File: src/rtl/dgf_pkg.sv
package dgf_pkg;

   localparam int CLS_W = 3;

   localparam logic [CLS_W-1:0] CLS_PLAIN  = 3'd0;
   localparam logic [CLS_W-1:0] CLS_HEAD   = 3'd1;
   localparam logic [CLS_W-1:0] CLS_PAIR   = 3'd2;
   localparam logic [CLS_W-1:0] CLS_QUAD   = 3'd3;
   localparam logic [CLS_W-1:0] CLS_BRANCH = 3'd4;

   // placement demand derived from a class code
   typedef enum logic [2:0] {
      DK_ANY  = 3'd0,
      DK_HEAD = 3'd1,
      DK_PAIR = 3'd2,
      DK_ALL  = 3'd3,
      DK_BR   = 3'd4
   } dk_e;

endpackage

File: src/rtl/dgf_class_decode.sv
module dgf_class_decode
   import dgf_pkg::*;
(
   input  logic [CLS_W-1:0] cls_i,
   output dk_e              kind_o
);

   always_comb begin
      case (cls_i)
         CLS_HEAD:   kind_o = DK_HEAD;
         CLS_PAIR:   kind_o = DK_PAIR;
         CLS_QUAD:   kind_o = DK_ALL;
         CLS_BRANCH: kind_o = DK_BR;
         default:    kind_o = DK_ANY;   // plain and unused codes
      endcase
   end

endmodule

File: src/rtl/dgf_lane.sv
module dgf_lane
   import dgf_pkg::*;
#(
   parameter  int NB_SLOTS = 4,
   parameter  int BR_SLOTS = 2,
   localparam int NB_W     = $clog2(NB_SLOTS + 1),
   localparam int BR_W     = $clog2(BR_SLOTS + 1)
) (
   input  logic            vld_i,
   input  dk_e             kind_i,
   input  logic            open_i,
   input  logic [NB_W-1:0] nb_i,
   input  logic [BR_W-1:0] br_i,
   output logic            take_o,
   output logic            open_o,
   output logic [NB_W-1:0] nb_o,
   output logic [BR_W-1:0] br_o,
   output logic [NB_W-1:0] nb_base_o,
   output logic [NB_W-1:0] nb_cnt_o,
   output logic [BR_W-1:0] br_pos_o,
   output logic            is_br_o
);

   localparam logic [NB_W-1:0] NB_MAX  = NB_W'(NB_SLOTS);
   localparam logic [BR_W-1:0] BR_MAX  = BR_W'(BR_SLOTS);
   localparam logic [BR_W-1:0] BR_LAST = BR_W'(BR_SLOTS - 1);

   logic            fits;
   logic [NB_W-1:0] need;
   logic            nb_empty;

   assign nb_empty = (nb_i == '0);

   always_comb begin
      fits = 1'b0;
      need = '0;
      case (kind_i)
         DK_ANY:  begin fits = (nb_i < NB_MAX); need = NB_W'(1); end
         DK_HEAD: begin fits = nb_empty;        need = NB_W'(1); end
         DK_PAIR: begin fits = nb_empty;        need = NB_W'(2); end
         DK_ALL:  begin fits = nb_empty;        need = NB_MAX;   end
         DK_BR:   begin fits = (br_i < BR_MAX); need = '0;       end
         default: begin fits = 1'b0;            need = '0;       end
      endcase
   end

   assign is_br_o   = (kind_i == DK_BR);
   assign take_o    = open_i & vld_i & fits;
   assign nb_o      = take_o ? NB_W'(nb_i + need) : nb_i;
   assign br_o      = (take_o && is_br_o) ? BR_W'(br_i + BR_W'(1)) : br_i;
   assign open_o    = take_o & ~(is_br_o & (br_i == BR_LAST));
   assign nb_base_o = nb_i;
   assign nb_cnt_o  = need;
   assign br_pos_o  = br_i;

endmodule

File: src/rtl/dgf_slot_map.sv
module dgf_slot_map #(
   parameter  int WIN      = 6,
   parameter  int NB_SLOTS = 4,
   parameter  int BR_SLOTS = 2,
   localparam int NB_W     = $clog2(NB_SLOTS + 1),
   localparam int BR_W     = $clog2(BR_SLOTS + 1),
   localparam int SLOTS    = NB_SLOTS + BR_SLOTS,
   localparam int IDX_W    = $clog2(WIN)
) (
   input  logic [WIN-1:0]       take_i,
   input  logic [WIN-1:0]       is_br_i,
   input  logic [WIN*NB_W-1:0]  nb_base_i,
   input  logic [WIN*NB_W-1:0]  nb_cnt_i,
   input  logic [WIN*BR_W-1:0]  br_pos_i,
   output logic [SLOTS-1:0]     slot_vld_o,
   output logic [SLOTS*IDX_W-1:0] slot_idx_o
);

   for (genvar s = 0; s < NB_SLOTS; s++) begin : g_nb
      always_comb begin
         slot_vld_o[s] = 1'b0;
         slot_idx_o[s*IDX_W +: IDX_W] = '0;
         for (int l = 0; l < WIN; l++) begin
            if (take_i[l] && !is_br_i[l]
                && int'(nb_base_i[l*NB_W +: NB_W]) <= s
                && s < int'(nb_base_i[l*NB_W +: NB_W]) + int'(nb_cnt_i[l*NB_W +: NB_W])) begin
               slot_vld_o[s] = 1'b1;
               slot_idx_o[s*IDX_W +: IDX_W] = IDX_W'(l);
            end
         end
      end
   end

   for (genvar b = 0; b < BR_SLOTS; b++) begin : g_br
      always_comb begin
         slot_vld_o[NB_SLOTS+b] = 1'b0;
         slot_idx_o[(NB_SLOTS+b)*IDX_W +: IDX_W] = '0;
         for (int l = 0; l < WIN; l++) begin
            if (take_i[l] && is_br_i[l] && int'(br_pos_i[l*BR_W +: BR_W]) == b) begin
               slot_vld_o[NB_SLOTS+b] = 1'b1;
               slot_idx_o[(NB_SLOTS+b)*IDX_W +: IDX_W] = IDX_W'(l);
            end
         end
      end
   end

endmodule

File: src/rtl/dispatch_group_former.sv
module dispatch_group_former
   import dgf_pkg::*;
#(
   parameter  int WIN      = 6,
   parameter  int NB_SLOTS = 4,
   parameter  int BR_SLOTS = 2,
   localparam int SLOTS    = NB_SLOTS + BR_SLOTS,
   localparam int IDX_W    = $clog2(WIN),
   localparam int CNT_W    = $clog2(WIN + 1)
) (
   input  logic                   clk,
   input  logic                   rst_n,
   input  logic [WIN-1:0]         win_valid,
   input  logic [WIN*CLS_W-1:0]   win_class,
   input  logic                   out_ready,
   output logic [CNT_W-1:0]       take_cnt,
   output logic                   grp_vld,
   output logic [CNT_W-1:0]       grp_size,
   output logic [SLOTS-1:0]       grp_slot_vld,
   output logic [SLOTS*IDX_W-1:0] grp_slot_idx
);

   localparam int NB_W = $clog2(NB_SLOTS + 1);
   localparam int BR_W = $clog2(BR_SLOTS + 1);

   // elaboration-time parameter checks
   if (NB_SLOTS < 2) begin : g_bad_nb
      $error("NB_SLOTS must be at least 2 for two-slot cracking");
   end
   if (BR_SLOTS < 1) begin : g_bad_br
      $error("BR_SLOTS must be at least 1");
   end
   if (WIN < 2) begin : g_bad_win
      $error("WIN must be at least 2");
   end

   logic [WIN:0]            open_c;
   logic [(WIN+1)*NB_W-1:0] nb_c;
   logic [(WIN+1)*BR_W-1:0] br_c;
   logic [WIN-1:0]          take;
   logic [WIN-1:0]          is_br;
   logic [WIN*NB_W-1:0]     nb_base;
   logic [WIN*NB_W-1:0]     nb_cnt;
   logic [WIN*BR_W-1:0]     br_pos;
   logic [SLOTS-1:0]        map_vld;
   logic [SLOTS*IDX_W-1:0]  map_idx;

   assign open_c[0]      = out_ready;
   assign nb_c[0 +: NB_W] = '0;
   assign br_c[0 +: BR_W] = '0;

   for (genvar i = 0; i < WIN; i++) begin : g_lane
      dk_e kind;

      dgf_class_decode i_dec (
         .cls_i  (win_class[i*CLS_W +: CLS_W]),
         .kind_o (kind)
      );

      dgf_lane #(
         .NB_SLOTS (NB_SLOTS),
         .BR_SLOTS (BR_SLOTS)
      ) i_lane (
         .vld_i     (win_valid[i]),
         .kind_i    (kind),
         .open_i    (open_c[i]),
         .nb_i      (nb_c[i*NB_W +: NB_W]),
         .br_i      (br_c[i*BR_W +: BR_W]),
         .take_o    (take[i]),
         .open_o    (open_c[i+1]),
         .nb_o      (nb_c[(i+1)*NB_W +: NB_W]),
         .br_o      (br_c[(i+1)*BR_W +: BR_W]),
         .nb_base_o (nb_base[i*NB_W +: NB_W]),
         .nb_cnt_o  (nb_cnt[i*NB_W +: NB_W]),
         .br_pos_o  (br_pos[i*BR_W +: BR_W]),
         .is_br_o   (is_br[i])
      );
   end

   dgf_slot_map #(
      .WIN      (WIN),
      .NB_SLOTS (NB_SLOTS),
      .BR_SLOTS (BR_SLOTS)
   ) i_map (
      .take_i     (take),
      .is_br_i    (is_br),
      .nb_base_i  (nb_base),
      .nb_cnt_i   (nb_cnt),
      .br_pos_i   (br_pos),
      .slot_vld_o (map_vld),
      .slot_idx_o (map_idx)
   );

   // taken lanes form a prefix, so the count is the population
   assign take_cnt = CNT_W'($countones(take));

   always_ff @(posedge clk or negedge rst_n) begin
      if (!rst_n) begin
         grp_vld      <= 1'b0;
         grp_size     <= '0;
         grp_slot_vld <= '0;
         grp_slot_idx <= '0;
      end else begin
         grp_vld      <= |take;
         grp_size     <= take_cnt;
         grp_slot_vld <= map_vld;
         grp_slot_idx <= map_idx;
      end
   end

endmodule

File: config.mk
export PLATFORM = sky130hd
export DESIGN_NAME = dispatch_group_former
export DESIGN_NICKNAME = d
export VERILOG_FILES = /design/src/rtl/dgf_pkg.sv /design/src/rtl/dgf_class_decode.sv /design/src/rtl/dgf_lane.sv /design/src/rtl/dgf_slot_map.sv /design/src/rtl/dispatch_group_former.sv
export SDC_FILE = /design/constraint.sdc
export NUM_CORES = 1
export LEC_CHECK = 0
export ABC_AREA = 1
export BUFFER_PORTS_ARGS = -buffer_cell sky130_fd_sc_hd__buf_2
export CAP_MARGIN = 15
export CORE_MARGIN = 2
export CORE_UTILIZATION = 45
export DETAILED_ROUTE_END_ITERATION = 6
export PLACE_DENSITY = 0.69
export SLEW_MARGIN = 5
export SYNTH_ARGS = -nofsm -noshare
export SYNTH_HDL_FRONTEND = slang
export SYNTH_HIERARCHICAL = 1
export SYNTH_SLANG_ARGS = --single-unit
File: constraint.sdc
create_clock -name clk -period 7.8 [get_ports clk]
set_clock_uncertainty 0.05 [all_clocks]
set_input_delay 0.39 -clock clk [delete_from_list [all_inputs] [get_ports clk]]
set_output_delay 0.39 -clock clk [all_outputs]
set_load 0.02 [all_outputs]
# == Word level (Yosys, flattened, before mapping) ==
# Index checks and enable logic that the tools add are counted.
# word_totals
inputBits,27
elab_cells,351
regBits,28
# op_classes
magnitude_cmp,54
bitwise_logic,24
mux,93
reduce_logical,101
eq_ne,57
addsub,18
# op_table
cell,count
less-than comparator 3 x 32 -> 1 bit (first input constant),10
less-than comparator 2 x 32 -> 1 bit (first input constant),5
less-than comparator 1 x 32 -> 1 bit (first input constant),3
== test 3 x 2 -> 1 bit (second input constant),24
case mux 3 bit (4 select lines),6
logical AND 1 bit,66
case mux 3 bit (3 select lines),6
2-to-1 mux 3 bit,17
2-to-1 mux 1 bit,43
== test 3 x 1 -> 1 bit (second input constant),12
== test 3 bit (second input constant),12
zero test 3 bit,11
2-to-1 mux 2 bit,16
<= comparator 3 x 1 -> 1 bit (second input constant),10
<= comparator 3 x 2 -> 1 bit (second input constant),10
adder 3 x 3 -> 4 bit,5
AND 1 bit,20
less-than comparator 3 bit (second input constant),5
case mux 1 bit (3 select lines),5
OR reduction 3 bit,5
adder 3 bit,4
OR reduction 2 bit,6
zero test 2 bit,5
== test 2 bit (second input constant),4
other kinds (16),37

# == Depth between registers and ports, before layout ==
# Gate-level depths: netlist (run 1).
# depth
depth_word,35
ltp_mapped,60
depth_no_buf,60

# == Modules after synthesis ==
# The synthesis (run 1) kept the hierarchy.
# by_module_without_submodules
mod,n_inst,seq_area_each_um2,area_each_um2,cells_per_inst
dgf_lane,6,0.0,299.0,57
dgf_slot_map,1,0.0,1410.1,273
dispatch_group_former,1,700.7,832.0,45
dgf_class_decode,6,0.0,26.3,7

# == Worst setup path before layout (run 1) ==
# OpenSTA, ideal clock, no wires.
# synth_path
path_kind,input -> output
from,input win_class[1]
to,output take_cnt[1]
stages,31
required_ns,7.360
setup_slack_ns,0.525
arrival_ns,6.835
cell_sequence,inv_1 nor2_1 inv_2 nor3_1 inv_1 fa_1 o21ai_0 inv_1 fa_1 o21ai_0 inv_1 fa_1 o21ai_0 inv_1 fa_1 o21ai_0 inv_1 fa_1 o21ai_0 inv_1 nand2_1 nand2_1 nand2_1 nand2_2 nand2_4 inv_2 inv_1 fa_1 inv_1 ha_1 fa_1
# synth_between
elab_cells_between_ends,89
# synth_rtl
element,line,rtl
"start, declared",dispatch_group_former.sv:14,"input logic [WIN*CLS_W-1:0] win_class,"
== test 3 bit (tied with other cells),dgf_class_decode.sv:9,case (cls_i)
case mux 3 bit (4 select lines) *,dgf_class_decode.sv:9,
via g_lane[0].kind[1],dispatch_group_former.sv:53,dk_e kind;
== test 3 x 1 -> 1 bit / zero test 3 bit (equally long branches),dgf_lane.sv:37,case (kind_i)
OR reduction 2 bit (no source line),--,
case mux 3 bit (3 select lines) *,dgf_lane.sv:37,
via nb_cnt[1],dispatch_group_former.sv:43,logic [WIN*NB_W-1:0] nb_cnt;
2-to-1 mux 3 bit *,dgf_lane.sv:49,assign nb_o = take_o ? NB_W'(nb_i + need) : nb_i;
via nb_c[4],dispatch_group_former.sv:38,logic [(WIN+1)*NB_W-1:0] nb_c;
(+4 left out),--,
via nb_c[7],dispatch_group_former.sv:38,
(+4 left out),--,
via nb_c[10],dispatch_group_former.sv:38,
(+4 left out),--,
via nb_c[13],dispatch_group_former.sv:38,
(+3 left out),--,
2-to-1 mux 3 bit *,dgf_lane.sv:49,
via nb_c[16],dispatch_group_former.sv:38,
less-than comparator 3 bit / zero test 3 bit (equally long branches),"dgf_lane.sv:38, dgf_lane.sv:32",
case mux 1 bit (3 select lines) *,dgf_lane.sv:37,
AND 1 bit *,dgf_lane.sv:48,assign take_o = open_i & vld_i & fits;
via take[5],dispatch_group_former.sv:40,logic [WIN-1:0] take;
adder 1 x 1 -> 2 bit (not written as such) *,dispatch_group_former.sv:95,assign take_cnt = CNT_W'($countones(take));
adder 3 x 2 -> 3 bit (not written as such) *,dispatch_group_former.sv:95,
"end, declared",dispatch_group_former.sv:16,"output logic [CNT_W-1:0] take_cnt,"
# The timed path passes the listed nets; every way through them passes the cells marked *.

# == Final worst setup path (run 1) ==
# layout_path
from,input win_class[2]
to,output take_cnt[1]
# layout_between
elab_cells_between_ends,89
# layout_rtl
element,line
== test 3 bit (tied with other cells),dgf_class_decode.sv:9
case mux 3 bit (4 select lines) *,dgf_class_decode.sv:9
via g_lane[0].kind[0],dispatch_group_former.sv:53
== test 3 x 1 -> 1 bit (tied with other cells),dgf_lane.sv:37
OR reduction 5 bit (no source line) *,--
2-to-1 mux 1 bit *,dgf_lane.sv:37
AND 1 bit *,dgf_lane.sv:48
via take[0],dispatch_group_former.sv:40
(+1 left out),--
via nb_c[3],dispatch_group_former.sv:38
(+4 left out),--
via nb_c[7],dispatch_group_former.sv:38
(+4 left out),--
via nb_c[11],dispatch_group_former.sv:38
(+3 left out),--
via take[3],dispatch_group_former.sv:40
(+1 left out),--
via nb_c[12],dispatch_group_former.sv:38
(+3 left out),--
2-to-1 mux 3 bit *,dgf_lane.sv:49
via nb_c[17],dispatch_group_former.sv:38
less-than comparator 3 bit / zero test 3 bit (equally long branches),"dgf_lane.sv:38, dgf_lane.sv:32"
case mux 1 bit (3 select lines) *,dgf_lane.sv:37
AND 1 bit *,dgf_lane.sv:48
via take[5],dispatch_group_former.sv:40
adder 1 x 1 -> 2 bit (not written as such) *,dispatch_group_former.sv:95
adder 3 x 2 -> 3 bit (not written as such) *,dispatch_group_former.sv:95
# Marked as above.

==> results of run 1 <==
[sequential cells by signal, indices dropped and copies added (netlist names)]
| register | flops |
|---|---|
| grp_size | 3 |
| grp_slot_vld | 6 |
| grp_slot_idx | 18 |
| grp_vld | 1 |
[worst max-delay path by stage]
stage | startpoint | end | slack (ns) | cells past startpoint
5_1_grt | win_class[1] | take_cnt[1] | -0.02 | 45
3_5_place_dp | win_class[2] | take_cnt[1] | 0.08 | 40
4_1_cts | win_class[2] | take_cnt[1] | 0.03 | 40
2_1_floorplan | win_class[1] | take_cnt[1] | 0.70 | 31
6_report | win_class[2] | take_cnt[1] | 0.52 | 44
3_3_place_gp | win_class[2] | take_cnt[1] | 0.21 | 40
[report_power, final]
| part | switching [mW] | internal (mW) | total (mW) | leakage, nW |
|---|---|---|---|---|
| Clock | 0.0408 | 0.0346 | 0.0754 | 0.0216 |
| Combinational | 0.116 | 0.0637 | 0.180 | 2.47 |
| Sequential | 0.000294 | 0.146 | 0.146 | 0.390 |
| Total | 0.157 | 0.244 | 0.402 | 2.88 |
[layout by cell type (no fill, tap or decap), drive strengths merged, types with 2 or more instances in the layout]
cell and instances:
fa 14, nand3 32, nor2 80, conb 18, o21ai 13, ha 30
nor3 14, or2 2, buf 62, a21oi 18, clkbuf 3, inv 166
nand2 211, nand4 23, dfrtp 28, nand3b 5
[cell type report]
type                            count  share of cell area (%)
Multi-Input combinational cell    465                    58.6
Sequential cell                    28                    15.9
Inverter                          166                    14.2
Timing Repair Buffer               62                    7.34
Tap cell                          108                    3.07
Clock buffer                        3                   0.939
[routing by layer]
| metal | GRT usage (%) | up-vias | wire length, um |
|---|---|---|---|
| met4 | 1.90 | 0 | 62 |
| met1 | 26.6 | 1746 | 4560 |
| met3 | 1.63 | 6 | 261 |
| met2 | 32.9 | 73 | 4150 |
| li1 | - | 2087 | - |
| met5 | 0 | - | 0 |
==> results.md, run 1 <==
Status:
- The run finished with clean final reports.

Pwr:
- The final total power is 0.402 mW.
- In this run the static leakage power is 2.88 nW.
- Across the VDD grid, the largest voltage drop is 0.0000738 V.
- For this design the ratio of total power to cell area is 91.3 nW/um^2.

Finish:
- The multi-input gate area in the final layout is 2580 sq um.
- The footprint of the flip-flops and latches is 701 sq um.
- The final net count is 797.
- The total of fill cells in the finished design is 912.
- The number of antenna cells inserted is 0.
- The layout overhead on the synthesized area is 9.02%.
- The design area is 4400 sq um.
- The ratio of cells with drive above 1 in the final layout is 16.6%.
- For this run, the share of the core covered by cells in the final layout is 50.4%.
- The final cell count without fillers is 832.

Routing:
- For this block, the via count after detailed routing is 3,912.
- The average wire per standard cell is 10.9 um.
- The via density per instance is 4.70.
- Once detail routing completed, the nets flagged for antenna violations numbered 0.
- The final layout contains routed wiring with a total length of 9040 um.
- The length of the first detailed-routing pass in iterations is 4.
- For this run, design rule violations remaining after detail routing come to 0.
- For this block, the initial DRC count from the detailed router was 138.

STA:
- The accumulated negative setup slack is 0 ns.
- The hold violation count in the final report came to 0.
- The number of failing setup endpoints in the final timing report is 0.
- The share of the clock period used by the worst path is 93.3%.
- Timing would allow up to 137 MHz.
- Once routing completed, OpenROAD measured the worst setup slack at 0.519 ns.
- The measured slew at the worst slew-check pin is 0.600 ns.
- The worst relative slew slack is 60.0%.
- The routed design could run at a clock period as short as 7.28 ns.
- The count of pins over their slew limit came to 0.
- The smallest hold slack is 0.0708 ns.

Clocking:
- The tree built by TritonCTS fans out to 28 sinks.
- In this run, CTS created clock tree buffers numbering 3.
- The clock tree from TritonCTS is done.
- The number of hold buffers added after CTS was 0.
- The count of H-tree levels built during CTS is 1.
- The cell at the root of the clock tree is clkbuf_8.
- The clock transition at the registers of the reported paths is 0.09 ns.
- The clock passes through at most 2 buffers.
- The post-cts sizing count is 0.
- The setup fix buffers added after clock tree synthesis is 0.

Critical path:
- The slowest stage of the critical path is the fa_1 cell.
- STA classifies the critical path endpoint as a primary output.
- Together, buffers and inverters on the worst path number 11.
- At the worst endpoint, the arrival time is 6.84 ns.
- The critical-path maximum fanout is 6.
- The critical path's top delay family is adder cells.
- The worst setup path is of the input pin to primary output kind.
- The maximum cell stage delay along the critical path is 0.52 ns.
- The startpoint type of the worst setup path is an input pin.
- For the worst setup path, the data required time is 7.36 ns.
- By instance count, the cell type seen most on the critical path is nand2_1.

Place:
- The detailed-placement wirelength estimate is 7960 um.
- At the placement stage, the worst setup path has a slack of 0.0812 ns.
- The number of placed instances, taps included, is 829.
- In this run the tool buffered the top-level ports with 57 buffer cells.
- At the end of routability-driven placement, the weighted congestion stood at 0.887.
- The cell area after placement is 4330 sq um.

Global routing:
- The first-pass GRT wire length is 15,700 um.
- The total routing resource utilization after global routing is 18.9%.
- The number of antenna violations at the first check in global routing is 0.
- Global routing finished with a remaining overflow of 0.
- The via count of the first global-routing pass is 3,628.
- Entering global routing, the biggest net connects 29 pins.

Run:
- The number of max-cap violations is 0.

Synthesis:
- A synthesized cell averages 6.00 sq um.
- For this run, the number of Yosys warnings is 6.
- Summing every instance area after synthesis gives 4040 sq um.
- The synthesized netlist cell count is 672.

Floorplanning:
- For this configuration, the core starts out at a cell density of 46.3%.
- The area of the core is 8720 sq um.
- For this design the top-level I/O count stands at 58.
- Measured along the y axis, the die boundary spans 98.7 um.
- The total die area is 9740 sq um.
- The chip width is 98.7 um.
- The floorplan has 34 rows.

Hold path:
- In this run the worst hold path is classified as input pin to asynchronous set/reset pin.
Power figures use the tool's default switching activity.
==> run 2, diff against run 1 <==
Settings changed: PLACE_DENSITY 0.69 to 0.71, SYNTH_HIERARCHICAL 1 to not set.
==> run 2 against run 1 <==
Maximum frequency is 4.3% higher. Clock power is 14% higher. Flip-flop and latch count stayed put. First-iteration DRC count is 36% lower. Combinational power is 23% lower. Setup slack better by 0.30 ns. Via count is 28% lower.
==> results.md, run 2 <==
Synthesis:
- The proportion of synthesized chip area in sequential cells is 22.7%.
- After synthesis, the share of flip-flops with an asynchronous set or reset is 100%.
- The prevailing post-synth register cell is dfrtp_1.
- Of all cell types, the one taking the most synthesized area is dfrtp_1.
- The post-synthesis register bit count is 28.
- Sorting the synthesized cells by area gives the leading types as dfrtp_1, inv_1, ha_1.
- The number of synthesis warnings came to 0 (was 6).
- The synthesized netlist cell count is 420 (was 672).
- The synthesized design contains 0 enable-type register cells.
- The share of synthesized area in the top cell type comes to 22.7%.
- Among all cell types in the netlist, the one instantiated most often is inv_1.
- The post-synthesis cell type count is 39.
- The synthesized cell area was 3090 sq um (was 4040 sq um).
- By count the netlist is led by inv_1, nand2_1, nor2_1, dfrtp_1, nand3_1.
- The post-synth net total is 480.
- The average instance area after synthesis came to 7.35 sq um (was 6.00 sq um).

Global routing:
- The number of antenna violations at the first check in global routing was 0 (unchanged).
- The met1 usage in global routing is 27.3% (was 26.6%).
- The met3 routing resource usage after global routing came to 1.14% (was 1.63%).
- The layer with the highest usage after global routing is met2 (unchanged).
- The global routing usage on met2 is 32.9% (about the same).
- The first-pass GRT wire length is 11,900 um (was 15,700 um).
- The maximum number of pins on one net before global-route repair is 29 (unchanged).
- The total congestion overflow after global routing was 0 (unchanged).
- The via count of the first global-routing pass came to 2,682 (was 3,628).
- The total routing resource utilization after global routing is 19.4% (was 18.9%).

Routing:
- The remaining antenna violation count after routing came to 0 (unchanged).
- The average wire per standard cell was 12.3 um (was 10.9 um).
- The number of DRC violations after detailed routing was 0 (unchanged).
- The via density per instance is 5.03 (was 4.70).
- The length of the first detailed-routing pass in iterations is 4 (unchanged).
- The number of DRC markers in iteration 0 came to 89 (was 138).
- The routed wire length is 6910 um (was 9040 um).
- The via count is 2,820 (was 3,912).

Finish:
- The final net count is 542 (was 797).
- The total of fill cells in the finished design is 651 (was 912).
- Highest-count cells in the layout ignoring fill and taps: inv_1, nand2_1, buf_2 (was nand2_1, inv_1, nor2_1).
- The number of flip-flops in the largest register is 18 (unchanged).
- The ratio of cells with drive above 1 in the final layout is 25.2% (was 16.6%).
- The register name with the most flops was grp_slot_idx (unchanged).
- The layout overhead on the synthesized area is 14.3% (was 9.02%).
- Top flop regs: grp_slot_idx: 18 flops, grp_slot_vld: 6 flops, grp_size: 3 flops (unchanged).
- The number of antenna cells inserted is 0 (unchanged).
- The most common library cell in the layout ignoring fill and taps is inv_1 (was nand2_1).

STA:
- The final critical delay including setup and external delays is 6.98 ns (was 7.28 ns).
- The smallest hold slack was 0.0656 ns (was 0.0708 ns).
- The measured slew at the worst slew-check pin is 0.593 ns (was 0.600 ns).
- Setup repair after global routing left no endpoint under its margin.
- The accumulated negative setup slack is 0 ns (unchanged).
- The number of failing setup endpoints in the final timing report is 0 (unchanged).
- The share of the clock period used by the worst path is 89.5% (was 93.3%).
- The count of pins over their slew limit came to 0 (unchanged).
- The worst relative slew slack is 60.5% (was 60.0%).
- The hold violation count in the final report came to 0 (unchanged).
- The top achievable clock speed was 143 MHz (was 137 MHz).

Floorplanning:
- The area of the core came to 6720 sq um (was 8720 sq um).
- The number of standard-cell rows in the floorplan is 30 (was 34).
- The chip height came to 86.8 um (was 98.7 um).
- The initial core utilization is 45.9% (was 46.3%).
- The total die area was 7540 sq um (was 9740 sq um).
- The number of primary I/O pins was 58 (unchanged).
- The chip width is 86.8 um (was 98.7 um).

Clocking:
- The setup fix buffers added after clock tree synthesis was 0 (unchanged).
- The buffer levels on the longest clock path is 2 (unchanged).
- The clock transition at the registers of the reported paths was 0.09 ns (about the same).
- The hold buffer count at cts is 0 (unchanged).
- The TritonCTS sink count was 28 (unchanged).
- The post-cts sizing count is 0 (unchanged).
- The clock tree from TritonCTS is done (unchanged).
- The count of H-tree levels built during CTS came to 1 (unchanged).
- The TritonCTS buffer count came to 3 (unchanged).
- The cell at the root of the clock tree is clkbuf_8 (unchanged).

Critical path:
- The worst setup path endpoint is take_cnt[1] (unchanged).
- The data arrival time of the critical path is 6.54 ns (was 6.84 ns).
- The startpoint of the most critical setup path is win_class[4] (was win_class[2]).
- The library cell appearing most often on the critical path is inv_1 (was nand2_1).
- The critical-path maximum fanout came to 10 (was 6).
- The cell with the largest stage delay on the worst path is fa_1 (unchanged).
- The type of the worst setup path is input pin to primary output (unchanged).
- The element type at the critical path end was a primary output (unchanged).
- The maximum cell stage delay along the critical path is 0.50 ns (was 0.52 ns).
- The endpoint required time on the critical path came to 7.36 ns (about the same).
- The startpoint type of the worst setup path is an input pin (unchanged).

Pwr:
- The final total power was 0.374 mW (was 0.402 mW).
- The total power density per cell area came to 106 nW/um^2 (was 91.3 nW/um^2).
- The standby leakage power was 2.17 nW (was 2.88 nW).
- The peak ir drop on the vdd network is 0.0000588 V (was 0.0000738 V).

Status:
- Status: finished clean (unchanged).

Place:
- The detailed-placement wirelength estimate is 5990 um (was 7960 um).
- The count of buffers inserted at the top-level ports is 57 (unchanged).
- The routability congestion estimate from global placement came to 0.874 (was 0.887).

Run:
- The number of max-cap violations is 0 (unchanged).

Hold path:
- The class of the most critical hold timing path is input pin to asynchronous set/reset pin (unchanged).
==> run 2: changes by cell type in the layout (fill, tap and decap cells not counted), sizes merged, moves of 6 or more <==
cell   delta
nand2   -112
inv      -74
nor2     -26
conb     -18
a21oi    -10
nand4     -7
ha        -6
nor3      +6
==> run 2: through the flow <==
step / util [%] / setup slack (ns) / area (sq um) / instances
2_1_floorplan: - / 1.53 / 3090 / 420
3_3_place_gp: 51.7 / 0.958 / 3470 / 557
3_5_place_dp: 51.7 / 0.867 / 3470 / 557
4_1_cts: 52.5 / 0.817 / 3530 / 561
5_1_grt: 52.5 / 0.287 / 3530 / 561
6_report: 52.5 / 0.817 / 3530 / 561
==> run 2: power by group <==
| part | internal [mW] | switching, mW | leakage (nW) |
|---|---|---|---|
| Combinational | 0.0464 | 0.0919 | 1.75 |
| Sequential | 0.149 | 0.00114 | 0.385 |
| Clock | 0.0451 | 0.0407 | 0.0288 |
| Total | 0.241 | 0.134 | 2.17 |
==> run 2: critical path: cells and delay by family <==
kind | cells | cell delay (ns)
AOI/OAI and AO/OA | 2 | 0.13
xor gates and xnor gates | 2 | 0.37
adders and majority gates | 8 | 2.70
buffers and inverters | 12 | 1.15
and+or+nand+nor | 15 | 1.80
==> run 2: metal layers <==
layer / wire length (um) / vias to the layer above
li1: - / 1467
met1: 3370 / 1280
met2: 3270 / 69
met3: 226 / 4
met4: 47 / 0
met5: 0 / -
==> run 2: kinds of logic after synthesis <==
logic type / count (synthesis) / share of synthesized area (%)
buffers and inverters: 92 / 11.2
and+or+nand+nor: 228 / 41.5
AOI/OAI and AO/OA: 32 / 7.06
DFF: 28 / 22.7
adders and majority gates: 33 / 15.6
xor gates and xnor gates: 7 / 1.99
==> run 2: cell type report <==
class / instances / area [sq um] / area share (%)
Clock buffer: 4 / 55.1 / 1.56
Tap cell: 80 / 100 / 2.84
Timing Repair Buffer: 57 / 285 / 8.09
Inverter: 92 / 345 / 9.79
Multi-Input combinational cell: 300 / 2040 / 57.8
Sequential cell: 28 / 701 / 19.9
==> run 2: worst min path at each step <==
stage / start / to / slack, ns
after floorplan: rst_n / grp_size[0] / 0.04
after global placement: rst_n / grp_slot_idx[1] / 0.37
after detailed placement: rst_n / grp_slot_idx[2] / 0.38
after CTS: rst_n / grp_slot_idx[2] / 0.08
after global routing: rst_n / grp_slot_vld[2] / 0.11
final: rst_n / grp_slot_vld[2] / 0.07
